**config.mk**
```make
export PLATFORM = sky130hd
export DESIGN_NAME = boost_ctrl
export DESIGN_NICKNAME = d
export VERILOG_FILES = /design/src/rtl/boost_pkg.sv /design/src/rtl/boost_tick_gen.sv /design/src/rtl/boost_level_fsm.sv /design/src/rtl/boost_seq.sv /design/src/rtl/boost_ctrl.sv
export SDC_FILE = /design/constraint.sdc
export NUM_CORES = 1
export LEC_CHECK = 0
export ABC_AREA = 1
export BUFFER_PORTS_ARGS = -buffer_cell sky130_fd_sc_hd__buf_2
export CAP_MARGIN = 20
export CORE_ASPECT_RATIO = 1.1
export CORE_UTILIZATION = 33
export DETAILED_ROUTE_END_ITERATION = 12
export PLACE_DENSITY = 0.52
export SYNTH_ARGS = -nofsm -noshare
export SYNTH_HDL_FRONTEND = slang
export SYNTH_HIERARCHICAL = 1
export SYNTH_SLANG_ARGS = --single-unit
```
**constraint.sdc**
```tcl
create_clock -name clk_i -period 2.35 [get_ports clk_i]
set_input_delay 0.1175 -clock clk_i [delete_from_list [all_inputs] [get_ports clk_i]]
set_output_delay 0.1175 -clock clk_i [all_outputs]
set_load 0.005 [all_outputs]
```
**src/rtl/boost_pkg.sv**
```systemverilog
package boost_pkg;
  localparam int unsigned LVL_W      = 2;
  localparam int unsigned DCM_LEVELS = 3;

  typedef logic [LVL_W-1:0] level_t;
  localparam level_t LVL_CCM = level_t'(DCM_LEVELS);

  typedef enum logic [2:0] {
    SEQ_IDLE,
    SEQ_ON,
    SEQ_GAP_A,
    SEQ_RECT,
    SEQ_GAP_B,
    SEQ_EVAL
  } seq_state_e;
endpackage

```
**src/rtl/boost_tick_gen.sv**
```systemverilog
module boost_tick_gen #(
  parameter int unsigned PERIOD_CYC  = 100,
  parameter int unsigned SYNC_DIV    = 65,
  parameter int unsigned SYNC_STAGES = 2
) (
  input  logic clk_i,
  input  logic rst_ni,
  input  logic sync_en_i,
  input  logic sync_i,
  output logic tick_o
);
  localparam int unsigned PCNT_W = (PERIOD_CYC > 1) ? $clog2(PERIOD_CYC) : 1;
  localparam int unsigned ECNT_W = (SYNC_DIV > 1) ? $clog2(SYNC_DIV) : 1;

  logic [PCNT_W-1:0]      pcnt_q;
  logic [ECNT_W-1:0]      ecnt_q;
  logic [SYNC_STAGES-1:0] sync_q;
  logic                   sync_prev_q;
  logic                   sync_rise;
  logic                   sync_tick;

  always_ff @(posedge clk_i or negedge rst_ni) begin
    if (!rst_ni) begin
      pcnt_q <= '0;
    end else if (pcnt_q == PCNT_W'(PERIOD_CYC - 1)) begin
      pcnt_q <= '0;
    end else begin
      pcnt_q <= pcnt_q + PCNT_W'(1);
    end
  end

  // resynchronise the external clock before edge detection
  always_ff @(posedge clk_i or negedge rst_ni) begin
    if (!rst_ni) begin
      sync_q      <= '0;
      sync_prev_q <= 1'b0;
    end else begin
      sync_q      <= {sync_q[SYNC_STAGES-2:0], sync_i};
      sync_prev_q <= sync_q[SYNC_STAGES-1];
    end
  end

  assign sync_rise = sync_q[SYNC_STAGES-1] & ~sync_prev_q;

  always_ff @(posedge clk_i or negedge rst_ni) begin
    if (!rst_ni) begin
      ecnt_q <= '0;
    end else if (sync_rise) begin
      if (ecnt_q == ECNT_W'(SYNC_DIV - 1)) ecnt_q <= '0;
      else                                 ecnt_q <= ecnt_q + ECNT_W'(1);
    end
  end

  assign sync_tick = sync_rise && (ecnt_q == ECNT_W'(SYNC_DIV - 1));
  assign tick_o    = sync_en_i ? sync_tick : (pcnt_q == '0);
endmodule

```
**src/rtl/boost_level_fsm.sv**
```systemverilog
module boost_level_fsm
  import boost_pkg::*;
#(
  parameter int unsigned LEN_W     = 7,
  parameter int unsigned ON_UNIT   = 4,
  parameter int unsigned CCM_NOM   = 24,
  parameter int unsigned CCM_BOOST = 40,
  parameter int unsigned CCM_CUT   = 16,
  parameter int unsigned RECT_CCM  = 24,
  parameter int unsigned HI_LIMIT  = 3
) (
  input  logic             clk_i,
  input  logic             rst_ni,
  input  logic             shdn_i,
  input  logic             uv_i,
  input  logic             win_lo_i,
  input  logic             win_hi_i,
  input  logic             eval_i,
  output level_t           level_o,
  output logic             level_chg_o,
  output logic             req_o,
  output logic [LEN_W-1:0] on_len_o,
  output logic [LEN_W-1:0] rect_len_o
);
  localparam int unsigned HI_W = $clog2(HI_LIMIT + 1);
  localparam logic [LEN_W-1:0] ON_NOM     = LEN_W'(CCM_NOM);
  localparam logic [LEN_W-1:0] ON_STRETCH = LEN_W'(CCM_NOM + CCM_BOOST);
  localparam logic [LEN_W-1:0] ON_SHORT   = LEN_W'(CCM_NOM - CCM_CUT);
  localparam logic [LEN_W-1:0] RECT_FIX   = LEN_W'(RECT_CCM);

  level_t           level_q, level_d;
  logic [LEN_W-1:0] next_on_q, next_on_d;
  logic [HI_W-1:0]  hi_cnt_q, hi_cnt_d;
  logic             chg_q;
  logic [LEN_W-1:0] on_tab [2**LVL_W];

  // on-time per level: shifted unit in the ladder, live value in continuous mode
  for (genvar k = 0; k < 2**LVL_W; k++) begin : g_on_tab
    if (k < DCM_LEVELS) begin : g_dcm
      assign on_tab[k] = LEN_W'(ON_UNIT << k);
    end else begin : g_ccm
      assign on_tab[k] = next_on_q;
    end
  end

  always_comb begin
    level_d   = level_q;
    next_on_d = next_on_q;
    hi_cnt_d  = hi_cnt_q;
    if (shdn_i) begin
      level_d   = '0;
      next_on_d = ON_NOM;
      hi_cnt_d  = '0;
    end else if (eval_i) begin
      if (level_q != LVL_CCM) begin
        if (win_lo_i) begin
          level_d   = level_q + level_t'(1);
          next_on_d = ON_NOM;
          hi_cnt_d  = '0;
        end
      end else if (win_lo_i) begin
        next_on_d = ON_STRETCH;
        hi_cnt_d  = '0;
      end else if (win_hi_i) begin
        if (hi_cnt_q == HI_W'(HI_LIMIT - 1)) begin
          level_d   = LVL_CCM - level_t'(1);
          next_on_d = ON_NOM;
          hi_cnt_d  = '0;
        end else begin
          next_on_d = ON_SHORT;
          hi_cnt_d  = hi_cnt_q + HI_W'(1);
        end
      end else begin
        next_on_d = ON_NOM;
        hi_cnt_d  = '0;
      end
    end
  end

  always_ff @(posedge clk_i or negedge rst_ni) begin
    if (!rst_ni) begin
      level_q   <= '0;
      next_on_q <= ON_NOM;
      hi_cnt_q  <= '0;
      chg_q     <= 1'b0;
    end else begin
      level_q   <= level_d;
      next_on_q <= next_on_d;
      hi_cnt_q  <= hi_cnt_d;
      chg_q     <= (level_d != level_q);
    end
  end

  assign level_o     = level_q;
  assign level_chg_o = chg_q;
  assign req_o       = (level_q == LVL_CCM) || uv_i;
  assign on_len_o    = on_tab[level_q];
  assign rect_len_o  = (level_q == LVL_CCM) ? RECT_FIX : on_tab[level_q];
endmodule

```
**src/rtl/boost_seq.sv**
```systemverilog
module boost_seq
  import boost_pkg::*;
#(
  parameter int unsigned LEN_W    = 7,
  parameter int unsigned DEAD_CYC = 1
) (
  input  logic             clk_i,
  input  logic             rst_ni,
  input  logic             shdn_i,
  input  logic             tick_i,
  input  logic             req_i,
  input  logic             ilim_i,
  input  logic [LEN_W-1:0] on_len_i,
  input  logic [LEN_W-1:0] rect_len_i,
  output logic             lo_en_o,
  output logic             rect_en_o,
  output logic             eval_o
);
  localparam logic [LEN_W-1:0] GAP_LAST = LEN_W'(DEAD_CYC - 1);

  seq_state_e       state_q;
  logic [LEN_W-1:0] cnt_q;
  logic [LEN_W-1:0] rect_len_q;
  logic             cnt_done;

  assign cnt_done = (cnt_q == '0);

  always_ff @(posedge clk_i or negedge rst_ni) begin
    if (!rst_ni) begin
      state_q    <= SEQ_IDLE;
      cnt_q      <= '0;
      rect_len_q <= '0;
    end else if (shdn_i) begin
      state_q <= SEQ_IDLE;
      cnt_q   <= '0;
    end else begin
      unique case (state_q)
        SEQ_IDLE: begin
          if (tick_i && req_i) begin
            state_q    <= SEQ_ON;
            cnt_q      <= on_len_i - LEN_W'(1);
            rect_len_q <= rect_len_i;
          end
        end
        SEQ_ON: begin
          if (ilim_i || cnt_done) begin
            state_q <= SEQ_GAP_A;
            cnt_q   <= GAP_LAST;
          end else begin
            cnt_q <= cnt_q - LEN_W'(1);
          end
        end
        SEQ_GAP_A: begin
          if (cnt_done) begin
            state_q <= SEQ_RECT;
            cnt_q   <= rect_len_q - LEN_W'(1);
          end else begin
            cnt_q <= cnt_q - LEN_W'(1);
          end
        end
        SEQ_RECT: begin
          if (cnt_done) begin
            state_q <= SEQ_GAP_B;
            cnt_q   <= GAP_LAST;
          end else begin
            cnt_q <= cnt_q - LEN_W'(1);
          end
        end
        SEQ_GAP_B: begin
          if (cnt_done) state_q <= SEQ_EVAL;
          else          cnt_q   <= cnt_q - LEN_W'(1);
        end
        SEQ_EVAL: state_q <= SEQ_IDLE;
        default:  state_q <= SEQ_IDLE;
      endcase
    end
  end

  // current limit and shutdown cut the drives without waiting for an edge
  assign lo_en_o   = (state_q == SEQ_ON) && !ilim_i && !shdn_i;
  assign rect_en_o = (state_q == SEQ_RECT) && !shdn_i;
  assign eval_o    = (state_q == SEQ_EVAL);
endmodule

```
**src/rtl/boost_ctrl.sv**
```systemverilog
module boost_ctrl
  import boost_pkg::*;
#(
  parameter int unsigned PERIOD_CYC  = 100,
  parameter int unsigned SYNC_DIV    = 65,
  parameter int unsigned SYNC_STAGES = 2,
  parameter int unsigned DEAD_CYC    = 1,
  parameter int unsigned ON_UNIT     = 4,
  parameter int unsigned CCM_NOM     = 24,
  parameter int unsigned CCM_BOOST   = 40,
  parameter int unsigned CCM_CUT     = 16,
  parameter int unsigned RECT_CCM    = 24,
  parameter int unsigned HI_LIMIT    = 3
) (
  input  logic       clk_i,
  input  logic       rst_ni,
  input  logic       shdn_i,
  input  logic       sync_en_i,
  input  logic       sync_i,
  input  logic       uv_i,
  input  logic       win_lo_i,
  input  logic       win_hi_i,
  input  logic       ilim_i,
  output logic       lo_en_o,
  output logic       rect_en_o,
  output logic [1:0] level_o,
  output logic       level_chg_o
);
  localparam int unsigned LEN_W = $clog2(PERIOD_CYC + 1);

  logic             tick;
  logic             req;
  logic             eval;
  logic [LEN_W-1:0] on_len;
  logic [LEN_W-1:0] rect_len;

  boost_tick_gen #(
    .PERIOD_CYC (PERIOD_CYC),
    .SYNC_DIV   (SYNC_DIV),
    .SYNC_STAGES(SYNC_STAGES)
  ) u_tick (
    .clk_i    (clk_i),
    .rst_ni   (rst_ni),
    .sync_en_i(sync_en_i),
    .sync_i   (sync_i),
    .tick_o   (tick)
  );

  boost_level_fsm #(
    .LEN_W    (LEN_W),
    .ON_UNIT  (ON_UNIT),
    .CCM_NOM  (CCM_NOM),
    .CCM_BOOST(CCM_BOOST),
    .CCM_CUT  (CCM_CUT),
    .RECT_CCM (RECT_CCM),
    .HI_LIMIT (HI_LIMIT)
  ) u_level (
    .clk_i      (clk_i),
    .rst_ni     (rst_ni),
    .shdn_i     (shdn_i),
    .uv_i       (uv_i),
    .win_lo_i   (win_lo_i),
    .win_hi_i   (win_hi_i),
    .eval_i     (eval),
    .level_o    (level_o),
    .level_chg_o(level_chg_o),
    .req_o      (req),
    .on_len_o   (on_len),
    .rect_len_o (rect_len)
  );

  boost_seq #(
    .LEN_W   (LEN_W),
    .DEAD_CYC(DEAD_CYC)
  ) u_seq (
    .clk_i     (clk_i),
    .rst_ni    (rst_ni),
    .shdn_i    (shdn_i),
    .tick_i    (tick),
    .req_i     (req),
    .ilim_i    (ilim_i),
    .on_len_i  (on_len),
    .rect_len_i(rect_len),
    .lo_en_o   (lo_en_o),
    .rect_en_o (rect_en_o),
    .eval_o    (eval)
  );
endmodule

```
==> results.yml <==
pwr:
  p_seq_share_pct: 38.1
  powerDensity_nw_per_um2: 823
  power.leakage_nw: 1.61
  swShare_pct: 43.3
  p_total_mw: 2.58
  peakVddDrop_uv: 269
  switching_power_mw: 1.12
  clkPwrFrac_pct: 18.7
  p_int_mw: 1.46
  p_comb_share_pct: 43.2
global_route:
  grt_usage_pct: 14.2
  first_global_vias: 2343
  grt_pass1_wl_um: 10500
  grt_start_max_net_pins: 43
  gr-total-overflow: 0
  antenna_found_initial: 0
setup_path:
  cp_max_fo: 6
  cp_common_cell: "nand2_1"
  crit_cells: 12
  r2r-start: "u_tick/ecnt_q[0]"
  endpoint: "u_seq/cnt_q[4]"
  required_ns: 2.58
  cp.arrival_ns: 2.26
  worstSetupEndpointType: "flip-flop"
  cp_slowest_stage_delay_ns: 0.45
  crit_family: "simple AND/OR/NAND/NOR gates"
  criticalPathCategory: "flip-flop to flip-flop"
  critPathLaunch: "u_tick/ecnt_q[0]"
  cp_cell_sequence: "inv_1, ha_1, nand2_1, nor3_1, nand2_1, o21ai_0, a21oi_1, nand2_1, nand3_2, inv_1, nand3_1, nand2_1"
  timing.reg2reg.setup_slack_ns: 0.32
  crit_slowest_cell: "dfrtp_1"
  r2r_cells: 12
  crit_path_start_kind: "flip-flop"
  path_buf_inv: 2
  rr_endpoint: "u_seq/cnt_q[4]"
yosys:
  synth_cells: 386
  ys_warn_count: 6
  synth_seq_cells: 42
  syn_area_sq_um: 2860
  synth_cell_type_count: 38
  ys_seq_area_share_pct: 36.9
  synth.avg_cell_area_sq_um: 7.40
layout:
  final_common_cell: "nand2_1"
  n_antenna_cell: 0
  finish.utilization_pct: 37.3
  area_delta_synth_final_pct: 9.81
  final_cell_mix: "82 x nand2_1, 59 x inv_1, 42 x nand3_1"
  drive_above_1_share_pct: 16.0
  finalNetCount: 424
flow_run:
  drv_cap: 0
floorplan:
  start_util_pct: 34.0
  ios: 14
  fp.dieArea_sq_um: 9030
  die_h_um: 99.6
  die_w_um: 90.7
  fp-row-count: 35
  core_area_sq_um: 8410
timing:
  rsz0062_at_grt: "false"
  drv_slew: 0
  final-hold-violation-count: 0
  tns_ns: 0
  holdWs_ns: 0.140
  fmaxAchievable_ghz: 0.493
  min_period_over_period_pct: 86.4
  fin_skew_ns: 0.0170
  finalCriticalPeriod_ns: 2.03
  layout_setup_ws_ns: 0.320
  setup_viol: 0
placement:
  routabilityCongestion: 0.795
  post-place-ws_ns: 0.335
  io_buffers: 13
  dp_hpwl_um: 4490
hold_path:
  hold_path_depth: 4
  holdCritPathClass: "input port to flip-flop"
clock_tree:
  path_clk_slew_ns: 0.10
  cts_sinks: 42
  htreeDepth: 2
  tritoncts: "built"
  numCtsBuffers: 5
  post_cts_resized: 0
  clk_latency_ns: 0.30
  cts_setup_buffers: 0
  clk_path_buf_depth: 2
  clockRootBuffer: "clkbuf_8"
  ctsHoldBuffers: 1
run_status:
  status: "complete, no violations"
route:
  drtPass1Iterations: 4
  vias: 2365
  finalWirelength_um: 5830
  wire_per_inst_um: 11.3
  drc: 0
  antenna_left: 0
  vias_per_cell: 4.57
  dr.first_iter.drc_count: 71
-- final cells by class --
class | count | area, sq um
clock inverter | 3 | 23.8
fill | 933 | 5270
timing repair buffer | 17 | 113
tap | 111 | 139
sequential | 42 | 1050
multi-input combinational | 269 | 1450
clock buffer | 5 | 68.8
inverter | 70 | 293
-- routing by layer --
metal  global-route usage (%)  wire length [um]  share of wire [%]  vias up
met5                        0                 0                  0        -
met3                     2.14               145                2.5        5
met4                     4.09                53               0.91        0
li1                         -                 -                  -     1253
met1                     18.1              2950                 51     1079
met2                     24.9              2690                 46       28
-- metrics by stage --
stage                     area (sq um)  instances
after floorplan                   2880        391
after global placement            3000        506
after detailed placement          3000        506
after CTS                         3110        515
after global routing              3140        517
final                             3140        517
-- flip-flops by register name, summed over array words and instances (netlist names) --
register / flops
u_seq/cnt_q: 7
u_seq/rect_len_q: 7
u_tick/ecnt_q: 7
u_tick/pcnt_q: 7
u_level/next_on_q: 3
u_seq/state_q: 3
u_level/hi_cnt_q: 2
u_level/level_o: 2
u_tick/sync_q: 2
u_level/level_chg_o: 1
u_tick/sync_prev_q: 1
-- how the worst min path moves through the flow --
stage	start	end
after floorplan	rst_ni	u_level/hi_cnt_q[0]
after global placement	sync_i	u_tick/sync_q[0]
after detailed placement	sync_i	u_tick/sync_q[0]
after CTS	rst_ni	u_tick/sync_q[1]
after global routing	win_hi_i	u_level/hi_cnt_q[1]
final	win_hi_i	u_level/next_on_q[4]
-- kinds of logic (layout without fill, tap and decap cells) --
logic type / Yosys count / after routing / synth area share, %
XOR/XNOR: 10 / 10 / 3.07
other: 1 / 6 / 0.131
adder cells (fa/ha/maj): 10 / 10 / 4.38
AND/OR/NAND/NOR: 205 / 205 / 35.0
AO/OA/AOI/OAI: 38 / 38 / 7.36
flip-flops: 42 / 42 / 36.9
buffers and inverters: 80 / 95 / 13.1
-- cell usage after synthesis, drive strengths merged --
library cell	number	area [sq um]
nand2	92	370
inv	66	250
nand3	51	300
nor2	41	190
dfrtp	40	1000
a21oi	16	80.1
o21ai	14	70.1
buf	10	82.6
ha	10	125
nor3	10	65.1
nand4	8	56.3
xor2	6	52.6
xnor2	4	35.0
bufinv	2	35.0
clkinv	2	7.51
dfstp	2	52.6
o22ai	2	12.5
or2	2	12.5
conb	1	3.75
nor4	1	6.26
o211ai	1	7.51
o21a	1	7.51
o21bai	1	7.51
o22a	1	8.76
o31ai	1	7.51
o32ai	1	8.76
-- worst reg2reg max path: stages, from the launching register on --
cell	delay, ns
dfrtp_1	0.45
inv_1	0.10
ha_1	0.14
nand2_1	0.04
nor3_1	0.12
nand2_1	0.11
o21ai_0	0.32
a21oi_1	0.12
nand2_1	0.14
nand3_2	0.12
inv_1	0.13
nand3_1	0.09
nand2_1	0.06
-- power groups by stage --
stage                     clock (mW)  sequential, mW  combinational [mW]
final                          0.484           0.983                1.11
after global routing           0.535            1.01                1.30
after CTS                      0.508           0.983                1.12
after detailed placement           0           0.997                1.11
after global placement             0           0.995                1.11
after floorplan                    0           0.954               0.919
Note: power is estimated with default switching activity, not from simulation.
